File: config.mk
export PLATFORM = sky130hd
export DESIGN_NAME = osc_trim
export DESIGN_NICKNAME = d
export VERILOG_FILES = /design/src/rtl/osc_trim_pkg.sv /design/src/rtl/osc_trim_window.sv /design/src/rtl/osc_trim_corr.sv /design/src/rtl/osc_trim_div.sv /design/src/rtl/osc_trim.sv
export SDC_FILE = /design/constraint.sdc
export NUM_CORES = 1
export LEC_CHECK = 0
export BUFFER_PORTS_ARGS = -buffer_cell sky130_fd_sc_hd__clkbuf_2
export CORE_MARGIN = 10
export CORE_UTILIZATION = 55
export CTS_BUF_LIST = sky130_fd_sc_hd__clkbuf_8
export DETAILED_ROUTE_END_ITERATION = 10
export PLACE_DENSITY_LB_ADDON = 0.05
export SYNTH_ARGS = -nofsm -noshare
export SYNTH_HDL_FRONTEND = slang
export SYNTH_SLANG_ARGS = --single-unit
export TNS_END_PERCENT = 50
File: constraint.sdc
create_clock -name clk_i -period 4.3 [get_ports clk_i]
set_input_delay 0.215 -clock clk_i [delete_from_list [all_inputs] [get_ports clk_i]]
set_output_delay 0.215 -clock clk_i [all_outputs]
set_load 0.005 [all_outputs]
File: src/rtl/osc_trim_pkg.sv
package osc_trim_pkg;
  localparam int TRIM_W = 3;

  typedef struct packed {
    logic       add;
    logic [1:0] mag;
  } trim_t;

  function automatic logic [1:0] add_count(trim_t t);
    return t.add ? t.mag : 2'd0;
  endfunction
endpackage

File: src/rtl/osc_trim_window.sv
module osc_trim_window
  import osc_trim_pkg::*;
#(
  parameter int WIN_LEN = 100000,
  localparam int WIN_W = $clog2(WIN_LEN)
) (
  input  logic             clk_i,
  input  logic             rst_ni,
  input  logic             osc_en_i,
  input  trim_t            trim_i,
  output logic [WIN_W-1:0] win_idx_o,
  output trim_t            act_o,
  output logic             win_last_o
);
  localparam logic [WIN_W-1:0] LAST_IDX = WIN_W'(WIN_LEN - 1);

  logic [WIN_W-1:0] win_q;
  trim_t            act_q;
  logic             win_last;

  assign win_last = osc_en_i && (win_q == LAST_IDX);

  always_ff @(posedge clk_i or negedge rst_ni) begin
    if (!rst_ni) begin
      win_q <= '0;
      act_q <= '0;
    end else if (osc_en_i) begin
      win_q <= win_last ? '0 : win_q + WIN_W'(1);
      if (win_last) act_q <= trim_i;
    end
  end

  assign win_idx_o  = win_q;
  assign act_o      = act_q;
  assign win_last_o = win_last;
endmodule

File: src/rtl/osc_trim_corr.sv
module osc_trim_corr
  import osc_trim_pkg::*;
#(
  parameter int WIN_W = 17
) (
  input  logic             clk_i,
  input  logic             rst_ni,
  input  logic             osc_en_i,
  input  logic [WIN_W-1:0] win_idx_i,
  input  trim_t            act_i,
  input  logic             load_i,
  input  trim_t            next_i,
  output logic             corr_en_o,
  output logic             cnt_en_o
);
  logic [1:0] add_left_q;
  logic       skip_hit;
  logic       ins_en;
  logic       cnt_en_q;

  // skip the first m pulses of a window
  assign skip_hit  = !act_i.add && (win_idx_i < WIN_W'(act_i.mag));
  // add only on idle cycles
  assign ins_en    = !osc_en_i && (add_left_q != 2'd0);
  assign corr_en_o = osc_en_i ? !skip_hit : ins_en;

  always_ff @(posedge clk_i or negedge rst_ni) begin
    if (!rst_ni) begin
      add_left_q <= 2'd0;
      cnt_en_q   <= 1'b0;
    end else begin
      cnt_en_q <= corr_en_o;
      if (load_i)      add_left_q <= add_count(next_i);
      else if (ins_en) add_left_q <= add_left_q - 2'd1;
    end
  end

  assign cnt_en_o = cnt_en_q;
endmodule

File: src/rtl/osc_trim_div.sv
module osc_trim_div #(
  parameter int DIV_RATIO = 32768,
  localparam int DIV_W = $clog2(DIV_RATIO)
) (
  input  logic clk_i,
  input  logic rst_ni,
  input  logic en_i,
  output logic tick_o
);
  logic [DIV_W-1:0] cnt_q;
  logic             wrap;
  logic             tick_q;

  generate
    if ((DIV_RATIO & (DIV_RATIO - 1)) == 0) begin : g_pow2
      assign wrap = en_i && (&cnt_q);
      always_ff @(posedge clk_i or negedge rst_ni) begin
        if (!rst_ni)   cnt_q <= '0;
        else if (en_i) cnt_q <= cnt_q + DIV_W'(1);
      end
    end else begin : g_cmp
      localparam logic [DIV_W-1:0] LAST_CNT = DIV_W'(DIV_RATIO - 1);
      assign wrap = en_i && (cnt_q == LAST_CNT);
      always_ff @(posedge clk_i or negedge rst_ni) begin
        if (!rst_ni)   cnt_q <= '0;
        else if (en_i) cnt_q <= wrap ? '0 : cnt_q + DIV_W'(1);
      end
    end
  endgenerate

  always_ff @(posedge clk_i or negedge rst_ni) begin
    if (!rst_ni) tick_q <= 1'b0;
    else         tick_q <= wrap;
  end

  assign tick_o = tick_q;
endmodule

File: src/rtl/osc_trim.sv
module osc_trim
  import osc_trim_pkg::*;
#(
  parameter int WIN_LEN   = 100000,
  parameter int DIV_RATIO = 32768,
  localparam int WIN_W = $clog2(WIN_LEN)
) (
  input  logic              clk_i,
  input  logic              rst_ni,
  input  logic              osc_en_i,
  input  logic [TRIM_W-1:0] trim_i,
  output logic              cnt_en_o,
  output logic              tick_o
);
  trim_t            trim_in;
  trim_t            act;
  logic [WIN_W-1:0] win_idx;
  logic             win_last;
  logic             corr_en;

  assign trim_in = trim_t'(trim_i);

  osc_trim_window #(.WIN_LEN(WIN_LEN)) u_window (
    .clk_i      (clk_i),
    .rst_ni     (rst_ni),
    .osc_en_i   (osc_en_i),
    .trim_i     (trim_in),
    .win_idx_o  (win_idx),
    .act_o      (act),
    .win_last_o (win_last)
  );

  osc_trim_corr #(.WIN_W(WIN_W)) u_corr (
    .clk_i     (clk_i),
    .rst_ni    (rst_ni),
    .osc_en_i  (osc_en_i),
    .win_idx_i (win_idx),
    .act_i     (act),
    .load_i    (win_last),
    .next_i    (trim_in),
    .corr_en_o (corr_en),
    .cnt_en_o  (cnt_en_o)
  );

  osc_trim_div #(.DIV_RATIO(DIV_RATIO)) u_div (
    .clk_i  (clk_i),
    .rst_ni (rst_ni),
    .en_i   (corr_en),
    .tick_o (tick_o)
  );
endmodule

==> results of run 1 <==
[placed cells by master, fill, tap and decap left out, drive strengths merged]
| cell | n |
|---|---|
| xnor2 | 14 |
| nand3b | 2 |
| nor3 | 10 |
| inv | 11 |
| nor4 | 5 |
| mux2 | 4 |
| nor2 | 17 |
| and3 | 5 |
| clkinv | 1 |
| nor3b | 1 |
| clkbuf | 12 |
| mux2i | 1 |
| o2111ai | 1 |
| nor2b | 1 |
| o21ai | 4 |
| or3 | 1 |
| dfrtp | 39 |
| xor2 | 15 |
| and4 | 1 |
| and2 | 1 |
| ha | 4 |
| nand2 | 14 |
| nand4 | 6 |
| nand3 | 12 |
| nand2b | 1 |
| a21oi | 2 |
[state kept, by name, summed over array words and instances (netlist names)]
signal              flops
u_window.win_idx_o     17
u_div.cnt_q            15
u_window.act_o          3
u_corr.add_left_q       2
u_corr.cnt_en_o         1
u_div.tick_o            1
[power breakdown]
| part | leakage [nW] | internal, W | switching, W |
|---|---|---|---|
| registers | 0.476 | 0.000468 | 0.0000978 |
| clock network | 0.0505 | 0.000109 | 0.000121 |
| logic | 0.374 | 0.000134 | 0.000152 |
| total | 0.901 | 0.000711 | 0.000371 |
[cell families after synthesis]
family / count (synthesis) / share of synthesized area [%]
multiplexers: 5 / 3.02
adder cells (fa/ha/maj): 4 / 2.75
buffers and inverters: 12 / 2.81
AND/OR/NAND/NOR: 77 / 21.8
XOR/XNOR: 29 / 13.9
AO/OA/AOI/OAI: 7 / 2.13
flip-flops: 39 / 53.5
[cells in the mapped netlist (2+ instances only)]
| master | count |
|---|---|
| nand2_1 | 14 |
| nand3_1 | 12 |
| nand4_1 | 6 |
| mux2_2 | 4 |
| xor2_1 | 15 |
| buf_2 | 2 |
| xnor2_1 | 14 |
| and3_1 | 5 |
| nand3b_1 | 2 |
| ha_1 | 4 |
| nor4_1 | 4 |
| inv_1 | 9 |
| o21ai_0 | 3 |
| a21oi_1 | 2 |
| nor2_1 | 17 |
| nor3_1 | 10 |
| dfrtp_1 | 39 |
[routing by layer]
layer  vias to the layer above  global-route usage, %
met5                         -                      0
met4                         0                   5.29
met3                         5                   4.26
met2                        21                   18.8
met1                       599                   12.1
li1                        609                      -
[cell type report]
type	count	area [µm²]	area share [%]
timing repair buffer	7	35.0	1.77
clock buffer	5	68.8	3.48
multi-input combinational	122	796	40.3
tap	44	55.1	2.78
clock inverter	3	12.5	0.633
sequential	39	976	49.4
inverter	9	33.8	1.71
[how the worst min path moves through the flow]
stage,from,to,slack (ps),depth (start not counted)
after floorplan,rst_ni,u_corr.add_left_q[0],-80,0
after global placement,rst_ni,u_corr.add_left_q[1],380,1
after detailed placement,rst_ni,u_corr.add_left_q[1],390,1
after CTS,rst_ni,u_div.tick_o,70,1
after global routing,rst_ni,u_corr.add_left_q[1],120,1
final,rst_ni,u_corr.add_left_q[1],50,1
[per-stage QoR]
| stage | power [W] | setup slack, ps |
|---|---|---|
| 2_1_floorplan | 0.000787 | 2610 |
| 3_3_place_gp | 0.000846 | 2020 |
| 3_5_place_dp | 0.000862 | 1950 |
| 4_1_cts | 0.00110 | 1950 |
| 5_1_grt | 0.00117 | 1700 |
| 6_report | 0.00108 | 1990 |
==> results_dict.tcl, run 1 <==
set metrics [dict create \
    outcome "completed" \
    hp-class "in2async" \
    ant_nets 0 \
    rsz0062_at_grt "no" \
    top_layer_used "met4" \
    cts.sinks 39 \
    nNetsFinal 194 \
    clockRootBuffer "clkbuf_8" \
    yosysTopAreaCellShare_pct 53.5 \
    start_util_pct 58.7 \
    r2r_end "u_div.cnt_q[2]" \
    wirelength_um 3010 \
    maxCapViolCount 0 \
    drt_pass1_iterations 4 \
    async_reset_ff_share_pct 100 \
    m1WireLength_um 1370 \
    yosysTopAreaCell "dfrtp_1" \
    postLayoutCoreUtil_pct 63.7 \
    drt-initial-drc-count 106 \
    path_class "reg2reg" \
    drive_gt1_share_pct 9.73 \
    path_clk_slew_ps 70 \
    r2r_cells 7 \
    hold_buffers 0 \
    dp_cells 221 \
    cp-start-kind "flop" \
    fin_tns_setup_ps 0 \
    yosysUniqueCellTypes 28 \
    dieArea_mm2 0.00602 \
    grt_pass1_wl_um 5490 \
    period_share_pct 53.7 \
    crit_cells 7 \
    drc 0 \
    die_y_um 77.6 \
    ys_seq_elements 39 \
    cts_tree "done" \
    syn_inst 173 \
    startpoint "u_window.win_idx_o[1]" \
    cpMaxStageDelayCell "o21ai_1" \
    synth_edf_count 0 \
    clockBufferDepth 2 \
    area_growth_pct 8.44 \
    cts_setup_buffers 0 \
    grt_start_max_net_pins 40 \
    finalCriticalPeriod_ps 2310 \
    max-slew-margin-rel_pct 38.2 \
    synth_area_leaders "dfrtp_1 (54%), xor2_1 (7.2%), xnor2_1 (6.7%)" \
    grt_pass1_vias 1268 \
    stdcell_count 229 \
    synth_fp_nets 183 \
    ys_warn_count 0 \
    worstMarginPinSlew_ps 927 \
    viasPerCell 5.39 \
    r2r_start "u_window.win_idx_o[1]" \
    cpPeakStageDelay_ps 690 \
    rows 20 \
    synth_area_per_cell_um2 10.5 \
    cts_buffers 5 \
    peakVddDrop_mv 0.282 \
    fillers 263 \
    ctsResizeCount 0 \
    htreeDepth 2 \
    netlist_area_mm2 0.00182 \
    stdcell_area_mm2 0.00198 \
    grt_util_all_layers_pct 11.2 \
    synth-seq-area-share_pct 53.5 \
    end_kind "flop" \
    setup_viol_count_final 0 \
    hold_ws_ps 52.4 \
    hpwl_um 2150 \
    place_area_mm2 0.00190 \
    overflow 0 \
    wl_met3_um 109 \
    fin_skew_ps 5.42 \
    clock_latency_ps 290 \
    n_antenna_cell 0 \
    p_leak_nw 0.901 \
    cp.arrival_ps 2490 \
    cp_max_fo 13 \
    die_x_um 77.6 \
    core-area_mm2 0.00310 \
    crit_required_ps 4480 \
    power.density_mw_per_mm2 547 \
    io_buffers 7 \
    cp-endpoint "u_div.cnt_q[2]" \
    synth_flop_cell "dfrtp_1" \
    drt-wirelength-per-cell_um 13.1 \
    io_pins 8 \
    fmax_mhz 433 \
    crit_chain "ha_1, nor3b_1, o2111ai_1, o21ai_1, inv_1, and2_1, xor2_1" \
    crit_family "compound AO/OA/AOI/OAI gates" \
    hold_viol 0 \
    finalMaxSlewViolations 0 \
    antenna_found_initial 0 \
    ff2ff_setup_slack_ps 1990 \
    wl_met2_um 1470 \
    route.vias.total 1234 \
    gp_congestion 0.830 \
    path_buf_inv 1 \
]
Note: power is estimated with default switching activity, not from simulation.
==> inputs of run 2 (changes only) <==
Clock period 4.3 ns to 2.2 ns, I/O delays scaled along.
==> results_dict.tcl, run 2 (synthesis results as in run 1) <==
set metrics [dict create \
    wirelength_um 3220 \
    ff_latch_area_um2 976 \
    period_share_pct 88.3 \
    crit_required_ps 2370 \
    clock_latency_ps 290 \
    path_class "reg2reg" \
    place_area_mm2 0.00192 \
    overflow 0 \
    drc 0 \
    drt_pass1_iterations 4 \
    cp-start-kind "flop" \
    finalMaxSlewViolations 0 \
    path_clk_slew_ps 80 \
    crit_chain "nor4_1, nand2_1, nor4_4, buf_4, nand3b_1, o21ai_0" \
    hp-class "in2reg" \
    drive_gt1_share_pct 12.2 \
    area_growth_pct 13.2 \
    hold_viol 0 \
    cp_max_fo 7 \
    cts_buffers 5 \
    multi_input_area_um2 796 \
    layout_common_cells "dfrtp_1 (39), nor2_1 (17), xor2_1 (15)" \
    cts.sinks 39 \
    fillers 272 \
    drt-wirelength-per-cell_um 13.8 \
    drt-initial-drc-count 67 \
    stdcell_area_mm2 0.00206 \
    cts_tree "done" \
    rsz0062_at_grt "no" \
    clockBufferDepth 2 \
    cpPeakStageDelay_ps 490 \
    clockRootBuffer "clkbuf_8" \
    hpwl_um 2280 \
    worstMarginPinSlew_ps 944 \
    cts_setup_buffers 0 \
    end_kind "flop" \
    grt_pass1_vias 1275 \
    max-slew-margin-rel_pct 37.1 \
    io_buffers 7 \
    n_antenna_cell 0 \
    grt_util_all_layers_pct 11.4 \
    finalCriticalPeriod_ps 1940 \
    start_util_pct 58.7 \
    rows 20 \
    power.density_mw_per_mm2 1160 \
    peakVddDrop_mv 0.845 \
    gp_congestion 0.797 \
    antenna_found_initial 0 \
    htreeDepth 2 \
    fin_skew_ps 7.91 \
    cpMaxStageDelayCell "nor4_4" \
    dieArea_mm2 0.00602 \
    maxCapViolCount 0 \
    p_leak_nw 0.935 \
    die_x_um 77.6 \
    io_pins 8 \
    grt_pass1_wl_um 5640 \
    die_y_um 77.6 \
    final_common_cell "dfrtp_1" \
    grt_start_max_net_pins 40 \
    ant_nets 0 \
    fmax_mhz 515 \
    nNetsFinal 198 \
    fin_tns_setup_ps 0 \
    setup_viol_count_final 0 \
    cp.arrival_ps 2110 \
    outcome "completed" \
    route.vias.total 1262 \
    core-area_mm2 0.00310 \
    largest_reg_flops 17 \
    viasPerCell 5.42 \
]
==> run 2: cell count changes in the layout (fill, tap and decap cells not counted) <==
cell           delta
buf_4             +3
bufinv_16         +2
clkinv_2          -1
clkinvlp_4        +1
dlygate4sd3_1     +1
inv_1             -2
==> run 2: path summary, 6_finish.rpt <==
path                                     endpoint                   start  depth (start not counted)  slack, ps
max                        u_window.win_idx_o[16]  u_window.win_idx_o[11]                          6        260
min in group asynchronous    u_corr.add_left_q[1]                  rst_ni                          2        510
max in group asynchronous         u_div.cnt_q[13]                  rst_ni                          2       1100
min                             u_window.act_o[1]               trim_i[1]                          3         60
max reg2reg                u_window.win_idx_o[16]  u_window.win_idx_o[11]                          6        260
min reg2reg                       u_div.cnt_q[13]         u_div.cnt_q[13]                          1        480
==> run 2: per-layer routing <==
layer	up-vias	GRT usage [%]	part of all wire, %
met5	-	0	0
met4	0	4.74	1.7
met3	7	4.03	3.4
met2	18	19.6	51
met1	619	12.4	44
li1	618	-	-
==> run 2: what timing repair did <==
action,in CTS,in global routing
resized for setup,0,0
hold buffers,1,0
endpoints found under the hold margin,39,0
==> run 2: worst max-delay path, delay by kind of cell (launching register included) <==
kind	cells	cell delay, ps
buf+inv	1	220
compound gates	1	90
flops	1	420
simple gates	4	1080
==> run 2: final cells by class <==
type	instances	area share, %
Tap cell	44	2.67
Multi-Input combinational cell	122	38.5
Clock inverter	3	3.27
Clock buffer	5	3.33
Timing Repair Buffer	11	3.27
Inverter	9	1.64
Sequential cell	39	47.3
==> run 2: stage by stage <==
step                      cells  total power (W)  hold WS (ps)  util [%]  worst slack, ps
final                       233          0.00239          55.1      66.5              257
after CTS                   233          0.00242          53.9      66.5              271
after global routing        233          0.00256          48.8      66.5              145
after global placement      224          0.00167           287      61.8              419
after detailed placement    224          0.00170           304      61.8              318
after floorplan             173          0.00154          -186         -              513
==> run 2: power breakdown <==
| part | total, W | internal, W | switching (W) |
|---|---|---|---|
| combinational | 0.000578 | 0.000274 | 0.000304 |
| clock | 0.000704 | 0.000452 | 0.000252 |
| sequential | 0.00111 | 0.000915 | 0.000195 |
| total | 0.00239 | 0.00164 | 0.000750 |
